--- src/rtl/iso_mon_pkg.sv ---
package iso_mon_pkg;
  typedef enum logic {
    STRM_RD = 1'b0,
    STRM_WR = 1'b1
  } strm_e;

  localparam int NUM_STRM = 2;

  // Ring pointer advance with wrap at a given last index.
  function automatic int unsigned ring_next(input int unsigned ptr, input int unsigned last);
    return (ptr == last) ? 0 : ptr + 1;
  endfunction
endpackage

--- src/rtl/iso_period_ctr.sv ---
module iso_period_ctr #(
  parameter int PER_W = 4
) (
  input  logic             clk,
  input  logic             rst_n,
  input  logic             tick,
  output logic [PER_W-1:0] cur_per,
  output logic [PER_W-1:0] nxt_per
);
  always_ff @(posedge clk) begin
    if (!rst_n)    cur_per <= '0;
    else if (tick) cur_per <= cur_per + 1'b1;
  end

  assign nxt_per = cur_per + 1'b1;


  per_hold_chk: assert property (@(posedge clk) disable iff (!rst_n)
    !tick |=> $stable(cur_per));
endmodule

--- src/rtl/iso_tag_fifo.sv ---
module iso_tag_fifo #(
  parameter int WIDTH = 8,
  parameter int DEPTH = 30
) (
  input  logic             clk,
  input  logic             rst_n,
  input  logic             push,
  input  logic             pop,
  input  logic [WIDTH-1:0] din,
  output logic [WIDTH-1:0] dout,
  output logic             empty,
  output logic             full
);
  import iso_mon_pkg::*;

  localparam int AW = (DEPTH > 1) ? $clog2(DEPTH) : 1;
  localparam int CW = $clog2(DEPTH + 1);

  logic [WIDTH-1:0] mem [DEPTH];
  logic [AW-1:0]    wr_ptr, rd_ptr;
  logic [CW-1:0]    count;
  logic             do_push, do_pop;

  assign empty   = (count == '0);
  assign full    = (count == CW'(DEPTH));
  assign do_pop  = pop && !empty;
  assign do_push = push && (!full || do_pop);
  assign dout    = mem[rd_ptr];

  always_ff @(posedge clk) begin
    if (do_push) mem[wr_ptr] <= din;
  end

  always_ff @(posedge clk) begin
    if (!rst_n) begin
      wr_ptr <= '0;
      rd_ptr <= '0;
      count  <= '0;
    end else begin
      if (do_push) wr_ptr <= AW'(ring_next(32'(wr_ptr), DEPTH - 1));
      if (do_pop)  rd_ptr <= AW'(ring_next(32'(rd_ptr), DEPTH - 1));
      unique case ({do_push, do_pop})
        2'b10:   count <= count + 1'b1;
        2'b01:   count <= count - 1'b1;
        default: count <= count;
      endcase
    end
  end


  full_drop_chk: assert property (@(posedge clk) disable iff (!rst_n)
    (full && push && !pop) |=> $stable(count));


  empty_pop_chk: assert property (@(posedge clk) disable iff (!rst_n)
    (empty && pop && !push) |=> (count == '0));
endmodule

--- src/rtl/iso_stream_tracker.sv ---
module iso_stream_tracker #(
  parameter int DEPTH = 30,
  parameter int PER_W = 4,
  parameter int ID_W  = 4,
  parameter int LAT_W = 3
) (
  input  logic             clk,
  input  logic             rst_n,
  input  logic             period_start,
  input  logic [PER_W-1:0] cur_per,
  input  logic [PER_W-1:0] req_per,
  input  logic [LAT_W-1:0] lat,
  input  logic             req_v,
  input  logic [ID_W-1:0]  req_id,
  input  logic             xfer_v,
  input  logic [ID_W-1:0]  xfer_id,
  output logic             miss_q,
  output logic             order_q,
  output logic             unf_q,
  output logic             ovf_q
);
  localparam int EW = ID_W + PER_W;

  logic [EW-1:0]    head;
  logic [ID_W-1:0]  head_id;
  logic [PER_W-1:0] head_per, elapsed;
  logic             empty, full;
  logic             miss_evt, ord_evt, unf_evt, ovf_evt;

  iso_tag_fifo #(.WIDTH(EW), .DEPTH(DEPTH)) fifo_i (
    .clk   (clk),
    .rst_n (rst_n),
    .push  (req_v),
    .pop   (xfer_v),
    .din   ({req_id, req_per}),
    .dout  (head),
    .empty (empty),
    .full  (full)
  );

  assign head_id  = head[EW-1:PER_W];
  assign head_per = head[PER_W-1:0];
  assign elapsed  = cur_per - head_per;

  assign miss_evt = period_start && !empty && (elapsed >= PER_W'(lat));
  assign ord_evt  = xfer_v && !empty && (head_id != xfer_id);
  assign unf_evt  = xfer_v && empty;
  assign ovf_evt  = req_v && full && !xfer_v;

  always_ff @(posedge clk) begin
    if (!rst_n) begin
      miss_q  <= 1'b0;
      order_q <= 1'b0;
      unf_q   <= 1'b0;
      ovf_q   <= 1'b0;
    end else begin
      miss_q  <= miss_q  | miss_evt;
      order_q <= order_q | ord_evt;
      unf_q   <= unf_q   | unf_evt;
      ovf_q   <= ovf_q   | ovf_evt;
    end
  end


  sticky_miss_chk: assert property (@(posedge clk) disable iff (!rst_n)
    miss_q |=> miss_q);


  order_cause_chk: assert property (@(posedge clk) disable iff (!rst_n)
    $rose(order_q) |-> $past(xfer_v));


  miss_cause_chk: assert property (@(posedge clk) disable iff (!rst_n)
    $rose(miss_q) |-> $past(period_start));
endmodule

--- src/rtl/iso_deadline_monitor.sv ---
module iso_deadline_monitor #(
  parameter int MAX_REQ = 5,
  parameter int MAX_LAT = 5,
  parameter int ID_W    = 4
) (
  input  logic                              clk,
  input  logic                              rst_n,
  input  logic                              period_start,
  input  logic [$clog2(MAX_LAT+1)-1:0]      lat_cfg,
  input  logic                              req_valid,
  input  logic                              req_is_write,
  input  logic [ID_W-1:0]                   req_id,
  input  logic                              xfer_valid,
  input  logic                              xfer_is_write,
  input  logic [ID_W-1:0]                   xfer_id,
  output logic [iso_mon_pkg::NUM_STRM-1:0]  deadline_miss,
  output logic [iso_mon_pkg::NUM_STRM-1:0]  order_err,
  output logic [iso_mon_pkg::NUM_STRM-1:0]  underflow_err,
  output logic [iso_mon_pkg::NUM_STRM-1:0]  overflow_err
);
  import iso_mon_pkg::*;

  localparam int LAT_W = $clog2(MAX_LAT + 1);
  localparam int PER_W = $clog2(MAX_LAT + 2) + 1;
  localparam int DEPTH = MAX_REQ * (MAX_LAT + 1);

  logic [PER_W-1:0] cur_per, nxt_per, req_per;
  logic [LAT_W-1:0] lat_eff;

  iso_period_ctr #(.PER_W(PER_W)) per_i (
    .clk     (clk),
    .rst_n   (rst_n),
    .tick    (period_start),
    .cur_per (cur_per),
    .nxt_per (nxt_per)
  );

  assign req_per = period_start ? nxt_per : cur_per;
  assign lat_eff = (lat_cfg > LAT_W'(MAX_LAT)) ? LAT_W'(MAX_LAT) : lat_cfg;

  for (genvar s = 0; s < NUM_STRM; s++) begin : g_strm
    logic rv, xv;
    assign rv = req_valid  && (req_is_write  == 1'(s));
    assign xv = xfer_valid && (xfer_is_write == 1'(s));

    iso_stream_tracker #(
      .DEPTH (DEPTH),
      .PER_W (PER_W),
      .ID_W  (ID_W),
      .LAT_W (LAT_W)
    ) trk_i (
      .clk          (clk),
      .rst_n        (rst_n),
      .period_start (period_start),
      .cur_per      (cur_per),
      .req_per      (req_per),
      .lat          (lat_eff),
      .req_v        (rv),
      .req_id       (req_id),
      .xfer_v       (xv),
      .xfer_id      (xfer_id),
      .miss_q       (deadline_miss[s]),
      .order_q      (order_err[s]),
      .unf_q        (underflow_err[s]),
      .ovf_q        (overflow_err[s])
    );
  end


  ovf_sticky_chk: assert property (@(posedge clk) disable iff (!rst_n)
    overflow_err[0] |=> overflow_err[0]);
endmodule

--- config.mk ---
export PLATFORM = sky130hd
export DESIGN_NAME = iso_deadline_monitor
export DESIGN_NICKNAME = d
export VERILOG_FILES = /design/src/rtl/iso_mon_pkg.sv /design/src/rtl/iso_period_ctr.sv /design/src/rtl/iso_tag_fifo.sv /design/src/rtl/iso_stream_tracker.sv /design/src/rtl/iso_deadline_monitor.sv
export SDC_FILE = /design/constraint.sdc
export NUM_CORES = 1
export LEC_CHECK = 0
export BUFFER_PORTS_ARGS = -buffer_cell sky130_fd_sc_hd__buf_4
export CAP_MARGIN = 20
export CORE_MARGIN = 2
export CORE_UTILIZATION = 40
export CTS_CLUSTER_DIAMETER = 100
export DETAILED_ROUTE_END_ITERATION = 12
export PLACE_DENSITY_LB_ADDON = 0.1
export SYNTH_ARGS = -nofsm -noshare
export SYNTH_HDL_FRONTEND = slang
export SYNTH_SLANG_ARGS = --single-unit
--- constraint.sdc ---
create_clock -name clk -period 4.9 [get_ports clk]
set_input_delay 0.245 -clock clk [delete_from_list [all_inputs] [get_ports clk]]
set_output_delay 0.245 -clock clk [all_outputs]
set_load 0.005 [all_outputs]
; Word level (Yosys, flattened, before mapping)
; Memories as Yosys holds them, arrays and structs flattened. A register that Yosys moved wholly into a read port is not among the register bits.
; Index checks and enable logic that the tools add are counted.
[word_totals]
mem_count = 2
inputBits = 18
ff_bits = 42
elab_cells = 101
output_inout_bits = 8
ram_bits = 480
[classes]
bitwise_logic = 10
n_reduce_logical = 32
muxes = 16
add_sub_neg = 11
n_eq_ne = 12
order_cmp = 3
[mem_list]
columns = memory, words, word_bits, rd, rd_clocked_by_memory_dff, write_ports, line
row1 = g_strm[0].trk_i.fifo_i.mem, 30, 8, 1, 1, 1, iso_tag_fifo.sv:19  ; logic [WIDTH-1:0] mem [DEPTH];
row2 = g_strm[1].trk_i.fifo_i.mem, 30, 8, 1, 1, 1, iso_tag_fifo.sv:19
[op_table]
columns = cell, count
row1 = two-way mux 5 bit, 8
row2 = adder 5 x 1 -> 5 bit (second input constant), 6
row3 = equality test 5 bit (second input constant), 6
row4 = logical AND 1 bit, 20
row5 = case mux 5 bit (2 select lines), 2
row6 = zero test 5 bit, 2
row7 = subtractor 5 x 1 -> 5 bit (second input constant), 2
row8 = greater-or-equal comparator 4 x 3 -> 1 bit, 2
row9 = inequality test 4 bit, 2
row10 = bitwise OR 1 bit, 8
row11 = subtractor 4 bit, 2
row12 = zero test 1 bit, 6
row13 = adder 4 x 1 -> 4 bit (second input constant), 1
row14 = equality test 2 x 1 -> 1 bit (second input constant), 2
row15 = equality test 2 bit (second input constant), 2
row16 = two-way mux 1 bit, 4
row17 = two-way mux 4 bit, 1
row18 = nonzero test 2 bit, 2
row19 = greater-than comparator 3 bit (second input constant), 1
row20 = two-way mux 3 bit, 1
row21 = logical OR 1 bit, 2
row22 = inverter 1 bit, 2

; Logic depth before layout (Yosys ltp)
[logic_depth]
ltp_word = 7
mapped_depth = 15
mapped_depth_nobuf = 13

; Hierarchy
; A second synthesis with hierarchy kept.
[hier_totals]
cells_unflattened = 1260
area_unflattened_um2 = 21849.7
[by_module_without_submodules]
columns = mod, cells_per_inst, seq_area_each_um2, instances, area_per_inst_um2
row1 = iso_tag_fifo at g_strm[1].trk_i.fifo_i, 598, 7607.3, 1, 10501.3
row2 = iso_tag_fifo at g_strm[0].trk_i.fifo_i, 549, 7607.3, 1, 10343.7
row3 = iso_stream_tracker, 41, 80.1, 2, 357.8
row4 = iso_period_ctr, 20, 80.1, 1, 201.4
row5 = iso_deadline_monitor, 11, 0.0, 1, 87.6

; Least setup slack after synthesis
; OpenSTA, ideal clock, no wires.
[synth_timing]
kind = reg2reg
start = register with a tool-made name
end = register g_strm[1].trk_i.miss_q
path_stages_with_launch = 13
setup_ns = 0.133
required_time_ns = 4.767
t_arrival_ns = 3.534
n_path_buf = 2
synth_period_minus_slack_ns = 3.666
setup_slack_ns = 1.234
cell_sequence = dfxtp_1 > buf_6 > buf_4 > mux4_2 > mux4_2 > mux2_2 > ha_1 > inv_1 > fa_1 > ha_1 > a21o_1 > a2111oi_0 > nor3b_1
[synth_rtl]
columns = item, line
row1 = end signal: assignment, iso_stream_tracker.sv:57  ; miss_q <= miss_q | miss_evt;
row2 = end: declaration, iso_stream_tracker.sv:17  ; output logic miss_q,

==> results.sh <==
export IMPL_status="finished clean"
export IMPL_required_ps=5380
export IMPL_cp_start_kind="flip-flop"
export IMPL_p_comb_frac=0.071
export IMPL_first_pass_iters=6
export IMPL_yosys_warnings=0
export IMPL_htree_num_levels=2
export IMPL_clockPowerShare=0.419
export IMPL_clock_path_buffers=3
export IMPL_cellLeakagePower_nw=7.75
export IMPL_vias=11100
export IMPL_grt_max_degree=62
export IMPL_coreArea_sq_um=53800
export IMPL_highest_layer="met4"
export IMPL_maxSlewHeadroom=0.253
export IMPL_seqPwrFrac=0.510
export IMPL_io_buffers=25
export IMPL_synth_edf_count=480
export IMPL_synth_area_per_cell_sq_um=17.4
export IMPL_gp_congestion=0.760
export IMPL_p_int_mw=7.77
export IMPL_design_die_area_sq_um=56200
export IMPL_finalCritPeriodShare=0.809
export IMPL_powerDensity_nw_per_um2=406
export IMPL_die_width_um=237
export IMPL_worst_path_max_fanout=34
export IMPL_cts_sinks=532
export IMPL_fin_tns_setup_ps=0
export IMPL_postCtsSetupRepairBufs=0
export IMPL_mappedNetlistArea_sq_um=21700
export IMPL_antenna_found_initial=1
export IMPL_ys_ff_latch=532
export IMPL_fin_skew_ps=12.2
export IMPL_cts_tree="built"
export IMPL_ctsResizeCount=0
export IMPL_initial_core_util=0.404
export IMPL_p_sw_frac=0.219
export IMPL_ys_seq_area_frac=0.711
export IMPL_syn2layout_area_growth_pct=12.8
export IMPL_p_switching_mw=2.18
export IMPL_root_buffer="clkbuf_16"
export IMPL_drive_gt1_frac=0.182
export IMPL_grt_usage=0.183
export IMPL_final_cell_count_no_fill=2037
export IMPL_cts_buffers=55
export IMPL_wl_met1_um=24700
export IMPL_rsz0062_at_grt="false"
export IMPL_ys_async_sr_fraction=0
export IMPL_overflow=0
export IMPL_ir_drop_mv=0.250
export IMPL_setup_viol=0
export IMPL_wl_per_cell_um=24.7
export IMPL_ios=26
export IMPL_yosysUniqueCellTypes=57
export IMPL_grt_pass1_wl_um=75600
export IMPL_drc=0
export IMPL_layout_commonest_cell="edfxtp_1"
export IMPL_dpl_hpwl_um=31600
export IMPL_dp_cells=1925
export IMPL_final_area_sq_um=24500
export IMPL_cts_hold_buf=5
export IMPL_wl_met2_um=22600
export IMPL_dr_wl_met3_um=2110
export IMPL_synthesis_nets=1301
export IMPL_routed_via_density=5.46
export IMPL_fmaxAchievable_mhz=252
export IMPL_fin_nets=1350
export IMPL_layout_common_cells="edfxtp_1, nor2_1, mux4_2, mux2i_1, clkbuf_16"
export IMPL_postRouteAntennaNets=0
export IMPL_fin_crit_ps=3960
export IMPL_drv_slew=0
export IMPL_hold_viol_final=0
export IMPL_clk_latency_ps=600
export IMPL_max_cap_viol_count=0
export IMPL_synth_cells=1246
export IMPL_clk_pin_slew_ps=60
export IMPL_crit_type="reg -> reg"
export IMPL_fin_util=0.456
export IMPL_hold_class="in -> reg"
export IMPL_rows=85
export IMPL_drt_iter0_markers=931
export IMPL_finalWirelength_um=50400
export IMPL_ys_dominant_reg_cell="edfxtp_1"
export IMPL_dieHeight_um=237
export IMPL_cp_arrival_ps=4440
export IMPL_first_global_vias=11400
export IMPL_place_area_sq_um=22600
export IMPL_cp_end_kind="flip-flop"
export IMPL_worst_slew_pin_slew_ps=1120
-- cells in the mapped netlist (all sizes together), types with 6 or more instances --
cell type / instances / area [sq um]
a2111oi: 8 / 70.1
a21oi: 26 / 138
a22oi: 17 / 128
nand3: 22 / 110
mux2i: 79 / 791
a211oi: 9 / 67.6
nand3b: 6 / 45.0
nor2b: 18 / 113
mux4: 88 / 2000
clkbuf: 15 / 56.3
or3: 6 / 37.5
nand2: 38 / 143
buf: 46 / 318
nand4: 17 / 106
nand2b: 9 / 56.3
mux2: 21 / 236
xor2: 23 / 201
xnor2: 14 / 123
ha: 33 / 413
a21o: 8 / 60.1
edfxtp: 480 / 14400
nor2: 114 / 428
o21ai: 13 / 65.1
dfxtp: 52 / 1040
inv: 26 / 97.6
-- layer usage --
layer	GRT usage	up-vias
li1	-	5006
met1	0.278	5792
met2	0.275	236
met3	0.0257	78
met4	0.0541	0
met5	0	-
-- final timing paths --
check                                        start                           endpoint  slack, ps  cells after the start
setup / recovery                         flip-flop  g_strm[1].trk_i.miss_q$_SDFF_PN0_        940                      9
hold reg to reg   g_strm[1].trk_i.unf_q$_SDFF_PN0_   g_strm[1].trk_i.unf_q$_SDFF_PN0_        460                      1
hold / removal                        period_start  g_strm[1].trk_i.miss_q$_SDFF_PN0_         30                      3
setup reg to reg                         flip-flop  g_strm[1].trk_i.miss_q$_SDFF_PN0_        940                      9
-- kinds of logic after synthesis --
kind of cell             Yosys count  share of synthesized area
XOR/XNOR                          37                     0.0149
AND/OR/NAND/NOR                  253                     0.0549
buffers and inverters             88                     0.0219
AO/OA/AOI/OAI                    111                     0.0353
multiplexers                     188                      0.139
flip-flops                       532                      0.711
adder cells (fa/ha/maj)           37                     0.0227
-- area by class of cell --
type | count | area (sq um)
Antenna cell | 1 | 2.50
Clock buffer | 78 | 1600
Clock inverter | 24 | 206
Fill cell | 4630 | 29300
Inverter | 27 | 101
Multi-Input combinational cell | 626 | 5840
Sequential cell | 532 | 15500
Tap cell | 696 | 871
Timing Repair Buffer | 53 | 443
-- registers in the layout, indices dropped and copies added (netlist names), named ones only --
signal,flops
g_strm.trk_i.ovf_q,2
g_strm.trk_i.fifo_i.wr_ptr,10
per_i.cur_per,4
g_strm.trk_i.unf_q,2
g_strm.trk_i.order_q,2
g_strm.trk_i.fifo_i.mem,480
g_strm.trk_i.miss_q,2
g_strm.trk_i.fifo_i.rd_ptr,10
g_strm.trk_i.fifo_i.count,10
-- worst max-delay path: stages, from the launching register on --
cell,delay (ps)
dfxtp_4,720
buf_4,360
mux4_2,520
mux4_2,530
mux2i_1,250
fa_1,480
ha_1,300
a21o_1,150
a2111oi_0,400
nor3b_1,90
-- stage by stage --
stage               total power [mW]  hold slack, ps  setup WS, ps
global route                    10.3            49.6           667
global placement                5.88             454           926
detailed placement              5.89             457           903
CTS                             10.1            4.68           892
floorplan                       5.65             344          1230
finish                          9.96            31.5           938
-- power by group through the flow --
stage                     clock, mW  sequential, mW  combinational, mW
after floorplan                   0            5.12              0.528
after global placement            0            5.18              0.699
after detailed placement          0            5.18              0.708
after CTS                      4.27            5.09              0.713
after global routing           4.46            5.09              0.780
final                          4.17            5.08              0.704
Note: power is estimated with default switching activity, not from simulation.
